### src/rtl/fp2int_pkg.sv
package fp2int_pkg;

    localparam int FP_W      = 32;
    localparam int EXP_W     = 8;
    localparam int MAN_W     = 23;
    localparam int INT_W     = 32;
    localparam int EXP_BIAS  = 127;
    localparam int FRAC_KEEP = 9;
    // below this exponent the magnitude is under 2^-9: all bits land in sticky
    localparam int TINY_EXP  = EXP_BIAS - FRAC_KEEP;
    // exponent of 2^31, the first magnitude outside the positive range
    localparam int SAT_EXP   = EXP_BIAS + INT_W - 1;
    localparam int FX_W      = 2 * INT_W;

    typedef enum logic [1:0] {
        RC_NEAR = 2'b00,
        RC_DOWN = 2'b01,
        RC_UP   = 2'b10,
        RC_ZERO = 2'b11
    } rc_e;

    typedef struct packed {
        logic             sign;
        logic [INT_W-1:0] ip;
        logic             guard;
        logic             sticky;
        logic             ovf;
        logic             neg_min;
    } align_t;

    typedef struct packed {
        logic [INT_W-1:0] value;
        logic             inexact;
        logic             invalid;
    } lane_res_t;

endpackage

### src/rtl/fp2int_align.sv
module fp2int_align
    import fp2int_pkg::*;
(
    input  logic [FP_W-1:0] fp,
    output align_t          al
);

    logic [EXP_W-1:0] exp_f;
    logic [MAN_W-1:0] man_f;
    logic [FX_W-1:0]  fx;

    assign exp_f = fp[FP_W-2 -: EXP_W];
    assign man_f = fp[MAN_W-1:0];

    always_comb begin
        al      = '0;
        al.sign = fp[FP_W-1];
        fx      = '0;
        if (exp_f > EXP_W'(SAT_EXP)) begin
            al.ovf = 1'b1;
        end else if (exp_f == EXP_W'(SAT_EXP)) begin
            if (fp[FP_W-1] && (man_f == '0)) begin
                al.neg_min = 1'b1;
            end else begin
                al.ovf = 1'b1;
            end
        end else if ((exp_f == '0) && (man_f == '0)) begin
            al.ip = '0;
        end else if (exp_f < EXP_W'(TINY_EXP)) begin
            // tiny normals and denormals: nonzero, below the guard position
            al.sticky = 1'b1;
        end else begin
            // fixed point with INT_W fraction bits
            fx        = FX_W'({1'b1, man_f}) << (exp_f - EXP_W'(TINY_EXP));
            al.ip     = fx[FX_W-1:INT_W];
            al.guard  = fx[INT_W-1];
            al.sticky = |fx[INT_W-2:0];
        end
    end

endmodule

### src/rtl/fp2int_round.sv
module fp2int_round
    import fp2int_pkg::*;
(
    input  align_t     al,
    input  rc_e        mode,
    output lane_res_t  res
);

    logic             lost;
    logic             inc;
    logic [INT_W-1:0] mag;

    assign lost = al.guard | al.sticky;

    always_comb begin
        unique case (mode)
            RC_NEAR: inc = al.guard & (al.sticky | al.ip[0]);
            RC_DOWN: inc = lost & al.sign;
            RC_UP:   inc = lost & ~al.sign;
            default: inc = 1'b0;
        endcase
    end

    // rounding only happens below 2^23, so the increment cannot leave the range
    assign mag = al.ip + INT_W'(inc);

    always_comb begin
        res = '0;
        if (al.ovf) begin
            res.value   = {1'b1, {(INT_W-1){1'b0}}};
            res.invalid = 1'b1;
        end else if (al.neg_min) begin
            res.value   = {1'b1, {(INT_W-1){1'b0}}};
        end else begin
            res.value   = al.sign ? (~mag + 1'b1) : mag;
            res.inexact = lost;
        end
    end

endmodule

### src/rtl/fp2int_cvt.sv
module fp2int_cvt
    import fp2int_pkg::*;
#(
    parameter int NUM_LANES = 2,
    parameter int VEC_W     = 128
) (
    input  logic                       clk,
    input  logic                       rst_n,
    input  logic                       in_valid,
    input  logic [VEC_W-1:0]           in_vec,
    input  logic                       in_packed,
    input  logic                       in_trunc,
    input  logic [1:0]                 rc_mode,
    output logic                       out_valid,
    output logic [NUM_LANES*INT_W-1:0] out_result,
    output logic                       out_inexact,
    output logic                       out_invalid
);

    localparam int RES_W = NUM_LANES * INT_W;

    typedef struct packed {
        logic             valid;
        logic [RES_W-1:0] result;
        logic             inexact;
        logic             invalid;
    } state_t;

    state_t    st_d, st_q;
    rc_e       eff_mode;
    align_t    al_w   [NUM_LANES];
    lane_res_t lane_w [NUM_LANES];

    assign eff_mode = in_trunc ? RC_ZERO : rc_e'(rc_mode);

    for (genvar i = 0; i < NUM_LANES; i++) begin : g_lane
        fp2int_align u_align (
            .fp (in_vec[i*FP_W +: FP_W]),
            .al (al_w[i])
        );
        fp2int_round u_round (
            .al   (al_w[i]),
            .mode (eff_mode),
            .res  (lane_w[i])
        );
    end

    always_comb begin
        logic any_inv;
        logic any_inx;
        st_d       = st_q;
        st_d.valid = in_valid;
        any_inv    = 1'b0;
        any_inx    = 1'b0;
        if (in_valid) begin
            for (int i = 0; i < NUM_LANES; i++) begin
                if ((i == 0) || in_packed) begin
                    st_d.result[i*INT_W +: INT_W] = lane_w[i].value;
                    any_inv = any_inv | lane_w[i].invalid;
                    any_inx = any_inx | lane_w[i].inexact;
                end else begin
                    st_d.result[i*INT_W +: INT_W] = '0;
                end
            end
            st_d.invalid = any_inv;
            st_d.inexact = any_inx & ~any_inv;
        end
    end

    always_ff @(posedge clk or negedge rst_n) begin
        if (!rst_n) begin
            st_q <= '0;
        end else begin
            st_q <= st_d;
        end
    end

    assign out_valid   = st_q.valid;
    assign out_result  = st_q.result;
    assign out_inexact = st_q.inexact;
    assign out_invalid = st_q.invalid;

    assert_valid_delay_R8: assert property (@(posedge clk) disable iff (!rst_n)
        out_valid == $past(in_valid));

    assert_hold_idle_R8: assert property (@(posedge clk) disable iff (!rst_n)
        !$past(in_valid) |-> ($stable(out_result) && $stable(out_invalid) && $stable(out_inexact)));

    assert_scalar_upper_zero_R2: assert property (@(posedge clk) disable iff (!rst_n)
        $past(in_valid && !in_packed) |-> (out_result[RES_W-1:INT_W] == '0));

    assert_flags_exclusive_R7: assert property (@(posedge clk) disable iff (!rst_n)
        out_valid |-> !(out_inexact && out_invalid));

    assert_nan_inf_saturate_R5: assert property (@(posedge clk) disable iff (!rst_n)
        ($past(in_valid) && ($past(in_vec[FP_W-2 -: EXP_W]) == '1))
        |-> (out_invalid && (out_result[INT_W-1:0] == {1'b1, {(INT_W-1){1'b0}}})));

endmodule

### config.mk
export PLATFORM = sky130hd
export DESIGN_NAME = fp2int_cvt
export DESIGN_NICKNAME = d
export VERILOG_FILES = /design/src/rtl/fp2int_pkg.sv /design/src/rtl/fp2int_align.sv /design/src/rtl/fp2int_round.sv /design/src/rtl/fp2int_cvt.sv
export SDC_FILE = /design/constraint.sdc
export NUM_CORES = 1
export LEC_CHECK = 0
export BUFFER_PORTS_ARGS = -buffer_cell sky130_fd_sc_hd__buf_2
export CORE_UTILIZATION = 50
export DETAILED_ROUTE_END_ITERATION = 6
export GPL_ROUTABILITY_DRIVEN = 0
export PLACE_DENSITY = 0.79
export SETUP_SLACK_MARGIN = 0.15
export SYNTH_ARGS = -nofsm -noshare
export SYNTH_HDL_FRONTEND = slang
export SYNTH_SLANG_ARGS = --single-unit
### constraint.sdc
create_clock -name clk -period 2.45 [get_ports clk]
set_clock_uncertainty 0.05 [all_clocks]
set_input_delay 0.49 -clock clk [delete_from_list [all_inputs] [get_ports clk]]
set_output_delay 0.49 -clock clk [all_outputs]
set_load 0.01 [all_outputs]
==> results of run 1 <==
## cell families after synthesis
family          after synthesis
mux                         143
fa+ha+maj                    11
simple gates                642
compound gates              476
buf+inv                     153
flops                        67
xor+xnor                    114
## per-layer routing
layer | overflow | global-route usage
met2 | 80 | 0.952
met1 | 4 | 0.817
met4 | 40 | 0.835
met5 | 0 | 0.372
met3 | 7 | 0.706
## cells in the mapped netlist (all sizes together) (22+ instances only)
| library cell | instances | area (sq um) |
|---|---|---|
| a21oi | 50 | 250 |
| a22o | 45 | 394 |
| a31oi | 30 | 188 |
| and2 | 31 | 194 |
| buf | 47 | 273 |
| clkbuf | 75 | 282 |
| dfrtp | 67 | 1680 |
| inv | 31 | 116 |
| mux2 | 53 | 597 |
| mux2i | 61 | 611 |
| mux4 | 29 | 653 |
| nand2 | 125 | 469 |
| nand3 | 76 | 380 |
| nand4 | 36 | 225 |
| nor2 | 123 | 462 |
| nor3 | 56 | 280 |
| nor4 | 42 | 278 |
| o211ai | 23 | 173 |
| o21ai | 77 | 385 |
| o22ai | 22 | 138 |
| o31ai | 28 | 210 |
| or3 | 22 | 138 |
| xnor2 | 77 | 701 |
| xor2 | 37 | 324 |
## repair_timing
action	in CTS
gates cloned	2
endpoints found under the setup margin	66
endpoints found under the hold margin	0
gates resized for setup	223
pin swaps	114
buffers inserted	92
## per-stage QoR
stage	worst slack [ns]	TNS (ns)
after CTS	-4.05	-187.09
after detailed placement	-4.64	-229.97
after global placement	-4.30	-214.89
after floorplan	-4.44	-187.65
==> reports/qor.txt, run 1 <==
YS warnings: 0
Mean area per synthesized cell: 7.66 sq um
Main combinational cell family by area after synthesis: compound AO/OA/AOI/OAI gates
FFs w/ async S/R, synth: 1.00
Hold_buf cts: 0
Ys flop type: dfrtp_1
Num CTS Buffers: 9
Mux cell area share after synthesis: 0.151
Outcome: stopped before the end
Largest net degree at the start of global routing: 68
Sink Count: 67
Htree depth: 3
Die Width: 159 microns
Post-Syn Area: 12300 sq um
Failed at: global routing
Post-Synth Adder-Cell Area: 0.0112
GR Overflow Total: 131
Post-synth EDFFs: 0
Clock tree root driver cell: clkbuf_16
GRT Util Overall: 0.821
IO Pins: 202
I/O Buffers: 137
Syn Nets: 1752
Row count: 57
Post-Syn Instances: 1606
HPWL after detailed placement: 45800 microns
Distinct cells, synth: 94
Err: [ERROR GRT-0232] Routing congestion too high. Check the congestion heatmap in the GUI.
Compound-Gate Fraction of Synth Area: 0.285
Initial Util: 0.507
CTS max path bufs: 2
#FFs+latches synth: 67
XOR/XNOR Fraction of Synth Area: 0.0833
Dpl cell area: 18700 sq um
Cells after DPL: 2636
Sequential area share after synthesis: 0.136
Post-synthesis simple-gate area fraction: 0.278
Die Ht: 159 microns
==> run 2: changes to the inputs <==
--- a/config.mk
+++ b/config.mk
@@ -6,11 +6,10 @@
 export NUM_CORES = 1
 export LEC_CHECK = 0
 export BUFFER_PORTS_ARGS = -buffer_cell sky130_fd_sc_hd__buf_2
-export CORE_UTILIZATION = 50
+export CORE_UTILIZATION = 35
 export DETAILED_ROUTE_END_ITERATION = 6
 export GPL_ROUTABILITY_DRIVEN = 0
-export PLACE_DENSITY = 0.79
-export SETUP_SLACK_MARGIN = 0.15
+export PLACE_DENSITY_LB_ADDON = 0.15
 export SYNTH_ARGS = -nofsm -noshare
 export SYNTH_HDL_FRONTEND = slang
 export SYNTH_SLANG_ARGS = --single-unit
==> run 2 against run 1 <==
Compared with the run above:
- the flow now finishes, with violations (setup timing)
- area after synthesis did not move
- synthesized cell count stayed put
==> reports/qor.txt, run 2 <==
Dpl cell area: 19100 sq um
Share of cells above drive strength 1: 0.553
Worst Setup End Kind: register
Max-cap viol count: 0
Iter 0 DRT Violations: 1562
Syn Nets: 1752
Max frequency: 155 MHz
Die Width: 189 microns
Post-route ant nets: 0
YS warnings: 0
Initial antenna violation count: 0
Post-synth top cells: nand2_1, nor2_1, nand3_1
Row count: 68
Initial Util: 0.356
WP data arrival: 6.61 ns
Highest-delay cell along the critical path: or4b_4
Sink Count: 67
Final Hold Fails: 0
WP data required: 2.61 ns
Outcome: finished, violations left
Worst vdd rail ir drop: 523 uV
Crit path max fanout: 7
Num CTS Buffers: 9
CP startpoint kind: input pin
Distinct cells, synth: 94
HPWL after detailed placement: 45100 microns
CTS clock-pin slew for the worst setup and hold paths: 0.06 ns
Largest area contributor in the netlist: dfrtp_1
Clock tree root driver cell: clkbuf_16
Largest net degree at the start of global routing: 65
Pleak: 10.0 nW
Setup CP Type: in -> reg
Ys flop type: dfrtp_1
DRC violations left: 0
Core area: 34500 sq um
DRT Wirelength: 58200 microns
#FFs+latches synth: 67
Clk_lat worst skew: 0.33 ns
Final worst path period need: 6.45 ns
Sequential area share after synthesis: 0.136
Unrepaired setup endpoints after global routing: yes
Final setup viols: 65
Final instance area: 22200 sq um
Detailed Routing Iterations Pass 1: 6
Post-Syn Area: 12300 sq um
Final WS setup: -4.00 ns
Slew HR: 0.552
Max-slew violation count: 0
Critical path's largest stage delay: 0.54 ns
Cell with the most instances after synthesis: nand2_1
CTS max path bufs: 2
Vias in the first global route: 16300
Mean area per synthesized cell: 7.66 sq um
Synth top area cells: dfrtp_1, xnor2_1, mux4_2
Via density: 5.86
FFs w/ async S/R, synth: 1.00
CTS tree: done
Post-synth EDFFs: 0
Yosys top cell area share: 0.136
Routed vias: 17200
Die ar.: 35900 sq um
I/O Buffers: 137
Slew at the pin with the worst max-slew slack: 0.668 ns
Htree depth: 3
Violated checks: setup timing
Power Density: 363 nW/um^2
GRT Util Overall: 0.307
Post-Syn Instances: 1606
Most common cell after layout, fill and taps aside: buf_4
Hold/Removal Path Class: in -> async
Area Growth Syn to Fin: 80.4%
Antenna cells: 0
First-pass GRT wire length: 88700 microns
IO Pins: 202
Tcrit/Tclk final: 2.63
Pre-CTS setup slack: -4.52 ns
Nets: 2626
GR Overflow Total: 0
Largest register FFs: 64
Most frequent cells in the layout: buf_4, buf_2, nand2_1, nor2_1, buf_6
Routed len/inst: 19.8 microns
Die Ht: 189 microns
==> run 2: cell counts after synthesis <==
Identical to the previous run, type by type.
==> run 2: area by class of cell <==
| type | count | area (sq um) |
|---|---|---|
| Multi-Input combinational cell | 1386 | 11900 |
| Tap cell | 455 | 569 |
| Clock buffer | 11 | 233 |
| Clock inverter | 5 | 77.6 |
| Sequential cell | 67 | 1680 |
| Timing Repair Buffer | 985 | 7650 |
| Inverter | 31 | 128 |
| Fill cell | 2883 | 12400 |
==> run 2: path summary, 6_finish.rpt <==
path,startpoint,endpoint,slack (ns),cells after the start
worst max-delay path,in_vec[57],out_result[60],-4.00,26
worst min-delay path,rst_n,out_result[52],0.03,1
worst max register to register,out_result[30],out_result[30],1.48,1
worst min register to register,out_result[34],out_result[34],0.43,1
max in group asynchronous,rst_n,out_result[12],1.71,2
min in group clk,in_valid,out_valid,0.42,1
==> run 2: cell families after synthesis <==
logic type	Yosys count	share of synthesized area
multiplexers	143	0.151
flip-flops	67	0.136
AO/OA/AOI/OAI	476	0.285
AND/OR/NAND/NOR	642	0.278
adder cells (fa/ha/maj)	11	0.0112
buffers and inverters	153	0.0545
XOR/XNOR	114	0.0833
==> run 2: metrics by stage <==
stage	util	power, mW	hold WS (ns)	TNS [ns]	std cells
after floorplan	-	3.58	0.144	-187.65	1606
after global placement	0.553	5.61	0.393	-219.88	2805
after detailed placement	0.553	5.67	0.393	-225.09	2805
after CTS	0.610	7.57	0.0372	-183.27	2900
after global routing	0.642	8.41	0.0630	-206.63	2940
final	0.642	8.05	0.0319	-194.31	2940
==> run 2: repair_timing <==
item                       in CTS  in global routing
pin swaps                     105                123
setup endpoints to repair      66                 66
gates cloned                    0                  4
setup buffers                  84                 64
hold buffers                    0                  0
resized for setup             214                154
==> run 2: critical path, delay by kind of cell <==
| kind | cells | cell delay [ns] |
|---|---|---|
| and+or+nand+nor | 9 | 2.77 |
| AOI/OAI and AO/OA | 9 | 1.66 |
| muxes | 3 | 0.80 |
| adders and majority gates | 3 | 0.56 |
| xor gates and xnor gates | 1 | 0.22 |
| buffers and inverters | 1 | 0.10 |
==> run 2: where the power goes <==
| part | internal [mW] | leakage (nW) | switching (mW) |
|---|---|---|---|
| logic | 2.71 | 8.97 | 2.67 |
| clock network | 0.888 | 0.150 | 0.486 |
| registers | 1.22 | 0.904 | 0.0696 |
| total | 4.82 | 10.0 | 3.23 |
==> run 2: metal layers <==
metal,routed length (microns),up-vias,share of wire,global-route usage
met3,4550,183,0.078,0.0478
met4,1950,0,0.034,0.105
met2,25700,818,0.44,0.479
li1,-,8037,-,-
met1,26000,8201,0.45,0.429
met5,0,-,0,0
Power figures use the tool's default switching activity.
==> run 3: changes to the inputs <==
--- a/config.mk
+++ b/config.mk
@@ -9,7 +9,7 @@
 export CORE_UTILIZATION = 35
 export DETAILED_ROUTE_END_ITERATION = 6
 export GPL_ROUTABILITY_DRIVEN = 0
-export PLACE_DENSITY_LB_ADDON = 0.15
+export PLACE_DENSITY = 0.64
 export SYNTH_ARGS = -nofsm -noshare
 export SYNTH_HDL_FRONTEND = slang
 export SYNTH_SLANG_ARGS = --single-unit
==> run 3 against run 2 <==
Compared with the run above:
- sequential share of layout area is 0.10 points higher
- non-clock buffer count decreased by 16
- first-iteration DRC count rose by 54%
- the run ends with DRC, setup timing left
- cell count is 0.54% lower
- global-route usage up 0.62 points
- core utilization shrank 0.85 points
- setup slack worse by 0.14 ns
- clock power is essentially flat
- total power rose by 1.1%
- largest power group unchanged
- highest routed layer is now met5
- wire length increased by 6.2%
- critical path type unchanged
==> reports/qor.txt, run 3 (synthesized netlist as in run 2, its figures left out) <==
WP data arrival: 6.75 ns
Hold/Removal Path Class: in -> async
# fillers: 2748
Most common cell after layout, fill and taps aside: buf_4
IO Pins: 202
DRT Wirelength: 61800 microns
CTS tree: done
Power Density: 372 nW/um^2
TNS Setup: -200.56 ns
Detailed Routing Iterations Pass 1: 7
Final WS setup: -4.14 ns
Row count: 68
Htree depth: 3
Num CTS Buffers: 9
Pre-CTS setup slack: -4.52 ns
Sink Count: 67
CTS max path bufs: 2
Register-to-Register Path Depth: 1
Largest net degree at the start of global routing: 46
Share of cells above drive strength 1: 0.548
WP data required: 2.61 ns
Area Growth Syn to Fin: 78.0%
Clk_lat worst skew: 0.33 ns
Outcome: finished, violations left
FF-to-FF setup slack: 1.54 ns
Max frequency: 152 MHz
Slew at the pin with the worst max-slew slack: 0.805 ns
DRC violations left: 63
Vias in the first global route: 17000
Slew HR: 0.461
Final cell count without fillers: 2924
Crit path max fanout: 5
Final Hold Fails: 0
Final instance area: 21900 sq um
Die Ht: 189 microns
Largest register FFs: 64
HPWL after detailed placement: 44900 microns
Cells after DPL: 2817
GRT Util Overall: 0.314
First-pass GRT wire length: 91300 microns
Pleak: 9.84 nW
Routed len/inst: 21.1 microns
Clock tree root driver cell: clkbuf_16
Post-route ant nets: 0
Via density: 6.18
Core area: 34500 sq um
GR Overflow Total: 0
CP startpoint kind: input pin
Die Width: 189 microns
Iter 0 DRT Violations: 2407
I/O Buffers: 137
CTS clock-pin slew for the worst setup and hold paths: 0.06 ns
Final worst path period need: 6.59 ns
Reg-to-reg startpoint: out_result[60]
Worst Setup End Kind: register
Antenna cells: 0
Nets: 2611
Most frequent cells in the layout: buf_4, buf_2, nor2_1, nand2_1, nand3_1
Max-slew violation count: 0
RR Endpoint: out_result[60]
Initial antenna violation count: 2
Max-cap viol count: 0
Dpl cell area: 19200 sq um
Unrepaired setup endpoints after global routing: yes
Setup CP Type: in -> reg
Initial Util: 0.356
Violated checks: DRC, setup timing
Final setup viols: 65
Routed vias: 18100
Worst vdd rail ir drop: 402 uV
Die ar.: 35900 sq um
Tcrit/Tclk final: 2.69
Hold_buf cts: 0
-- run 3: changes by cell type in the layout (fill, tap and decap cells not counted), moves of 5 or more --
cell and change:
buf_12 -5, buf_6 -7, nor2_1 +6, nor2_2 -5, xnor2_1 +7, xnor2_2 -6
-- run 3: worst max path at each step --
stage                          start              to  slack (ns)  cells after the start
after floorplan           in_vec[56]  out_result[60]       -4.44                     32
after global placement    in_vec[56]  out_result[60]       -4.35                     27
after detailed placement  in_vec[55]  out_result[60]       -4.52                     26
after CTS                 in_vec[56]  out_result[60]       -3.91                     26
after global routing      in_vec[56]  out_result[60]       -4.42                     27
final                     in_vec[56]  out_result[60]       -4.14                     25
-- run 3: power breakdown --
group          total, mW  internal, mW  switching (mW)
Sequential          1.30          1.22          0.0729
Combinational       5.45          2.70            2.75
Clock               1.39         0.909           0.479
-- run 3: critical path, cell delays in order --
cell and delay (ns):
buf_8 0.11, ha_4 0.32, clkinvlp_4 0.17, mux4_2 0.49, nand2b_1 0.18, o22ai_1 0.21, a211o_1 0.15, a211oi_1 0.07
nand3_1 0.21, o41ai_4 0.14, mux2i_1 0.24, o221ai_2 0.16, o21a_1 0.21, a211oi_2 0.15, ha_2 0.25, ha_4 0.15
o211a_1 0.15, or4b_4 0.50, or2_4 0.25, or4b_4 0.53, o31a_1 0.28, or4_4 0.45, nor4b_4 0.30, mux2_4 0.32
a221o_1 0.26
-- run 3: cell type report --
class                   count  area, sq um  share of cell area
repair buffers            969         7390               0.338
well taps                 455          569              0.0260
inverters                  31          128             0.00583
clock buffers              10          239              0.0109
multi-input cells        1387        11800               0.539
flip-flops and latches     67         1680              0.0766
clock inverters             5         77.6             0.00354
-- run 3: stage by stage --
stage	util	power [mW]	hold WS (ns)
floorplan	-	3.58	0.144
global placement	0.555	5.57	0.415
detailed placement	0.555	5.66	0.418
CTS	0.610	7.62	0.0991
global route	0.634	8.44	0.125
finish	0.634	8.14	0.0803
-- run 3: what timing repair did --
action / CTS / global route
buffers inserted: 61 / 42
resized for setup: 234 / 113
setup endpoints to repair: 66 / 66
gates cloned: 2 / 1
pin swaps: 112 / 110
-- run 3: metal layers --
| metal | vias up | global-route usage | share of wire |
|---|---|---|---|
| met5 | - | 0 | 0.00013 |
| met4 | 2 | 0.125 | 0.048 |
| met3 | 317 | 0.0632 | 0.10 |
| met2 | 1231 | 0.492 | 0.44 |
| met1 | 8531 | 0.419 | 0.41 |
| li1 | 7987 | - | - |
==> run 4: changes to the inputs <==
--- a/config.mk
+++ b/config.mk
@@ -7,9 +7,11 @@
 export LEC_CHECK = 0
 export BUFFER_PORTS_ARGS = -buffer_cell sky130_fd_sc_hd__buf_2
 export CORE_UTILIZATION = 35
+export CTS_CLUSTER_SIZE = 24
 export DETAILED_ROUTE_END_ITERATION = 6
 export GPL_ROUTABILITY_DRIVEN = 0
 export PLACE_DENSITY = 0.64
+export SKIP_CTS_REPAIR_TIMING = 1
 export SYNTH_ARGS = -nofsm -noshare
 export SYNTH_HDL_FRONTEND = slang
 export SYNTH_SLANG_ARGS = --single-unit
==> run 4 against run 3 <==
Compared with the run above:
- largest cell class unchanged
- flip-flop and latch count unchanged
- highest routed layer unchanged
- clock power barely moved
- cell count is 1.2% lower
- the run still ends with DRC, setup timing left
- sequential share of layout area up 0.29 points
- largest power group unchanged
- first-iteration DRC count shrank 17%
- via count fell by 3.0%
==> reports/qor.txt, run 4 (synthesized netlist as in run 2, its figures left out) <==
DRT Wirelength: 57600 microns
I/O Buffers: 137
Pleak: 9.47 nW
Power Density: 370 nW/um^2
Die Width: 189 microns
Area Growth Syn to Fin: 71.6%
CTS tree: done
HPWL after detailed placement: 44900 microns
Cells after DPL: 2817
Core area: 34500 sq um
Nets: 2576
Clk_lat worst skew: 0.33 ns
WP data required: 2.61 ns
Final setup viols: 65
Row count: 68
Routed len/inst: 19.9 microns
CP startpoint kind: input pin
Clock tree root driver cell: clkbuf_16
CTS max path bufs: 2
Multi-input gate area: 11400 sq um
Post-route ant nets: 0
Detailed Routing Iterations Pass 1: 7
Outcome: finished, violations left
DRC violations left: 30
Dpl cell area: 19200 sq um
Final instance area: 21100 sq um
Iter 0 DRT Violations: 2008
GRT Util Overall: 0.290
Vias in the first global route: 16000
First-pass GRT wire length: 85100 microns
Largest net degree at the start of global routing: 46
Reg-to-reg startpoint: out_result[60]
Pre-CTS setup slack: -4.52 ns
Via density: 6.07
Routed vias: 17500
Register area: 1680 sq um
Hold/Removal Path Class: in -> async
FF-to-FF setup slack: 1.54 ns
Worst Setup End Kind: register
Share of cells above drive strength 1: 0.523
Final Hold Fails: 0
Max-slew violation count: 0
Initial Util: 0.356
Unrepaired setup endpoints after global routing: yes
Worst vdd rail ir drop: 395 uV
Max frequency: 153 MHz
Register-to-Register Path Depth: 1
Crit path max fanout: 5
Largest register FFs: 64
Sink Count: 67
RR Endpoint: out_result[60]
WP data arrival: 6.68 ns
Final worst path period need: 6.52 ns
Die Ht: 189 microns
CTS clock-pin slew for the worst setup and hold paths: 0.06 ns
GR Overflow Total: 0
Violated checks: DRC, setup timing
Most common cell after layout, fill and taps aside: buf_4
Tcrit/Tclk final: 2.66
Initial antenna violation count: 2
Highest-delay cell along the critical path: or4b_4
Final WS setup: -4.07 ns
# fillers: 2904
Slew HR: 0.511
Final cell count without fillers: 2889
Die ar.: 35900 sq um
Htree depth: 3
Antenna cells: 0
Setup CP Type: in -> reg
Num CTS Buffers: 9
Critical path's largest stage delay: 0.54 ns
Most frequent cells in the layout: buf_4, buf_2, nand2_1, nor2_1, nand3_1
IO Pins: 202
Max-cap viol count: 0
Slew at the pin with the worst max-slew slack: 0.730 ns
run 4: metal layers:
metal | GRT usage | vias to the layer above | part of all wire
met5 | 0 | - | 0.00014
met4 | 0.104 | 2 | 0.043
met3 | 0.0510 | 224 | 0.095
met2 | 0.441 | 1094 | 0.44
met1 | 0.408 | 8276 | 0.43
li1 | - | 7927 | -
run 4: worst max-delay path, delay by kind of cell:
kind                       cells  cell delay, ns
AOI/OAI and AO/OA             10            1.63
adders and majority gates      3            0.72
buffers and inverters          3            0.44
muxes                          3            1.01
and+or+nand+nor                7            2.36
run 4: worst max path at each step:
stage | from | to | slack [ns] | cells past startpoint
after global placement | in_vec[56] | out_result[60] | -4.35 | 27
after CTS | in_vec[55] | out_result[60] | -4.20 | 26
after floorplan | in_vec[56] | out_result[60] | -4.44 | 32
final | in_vec[56] | out_result[60] | -4.07 | 26
after detailed placement | in_vec[55] | out_result[60] | -4.52 | 26
after global routing | in_vec[56] | out_result[60] | -4.24 | 27
run 4: through the flow:
stage / util / TNS, ns / power [mW] / hold slack [ns]
2_1_floorplan: - / -187.65 / 3.58 / 0.144
3_3_place_gp: 0.555 / -215.94 / 5.57 / 0.415
3_5_place_dp: 0.555 / -223.50 / 5.66 / 0.418
4_1_cts: 0.564 / -201.92 / 7.05 / 0.0991
5_1_grt: 0.611 / -202.03 / 8.12 / 0.125
6_report: 0.611 / -190.37 / 7.81 / 0.0805
run 4: area by class of cell:
class                           instances  area share
Tap cell                              455      0.0270
Multi-Input combinational cell       1387       0.540
Clock inverter                          5     0.00368
Clock buffer                           10      0.0113
Sequential cell                        67      0.0795
Inverter                               31     0.00611
Timing Repair Buffer                  934       0.332
run 4: power breakdown:
part           switching [mW]  internal, mW  total, mW  leakage [nW]
combinational            2.59          2.54       5.13          8.41
sequential             0.0714          1.22       1.29         0.904
clock                   0.471         0.908       1.38         0.154
total                    3.13          4.67       7.81          9.47
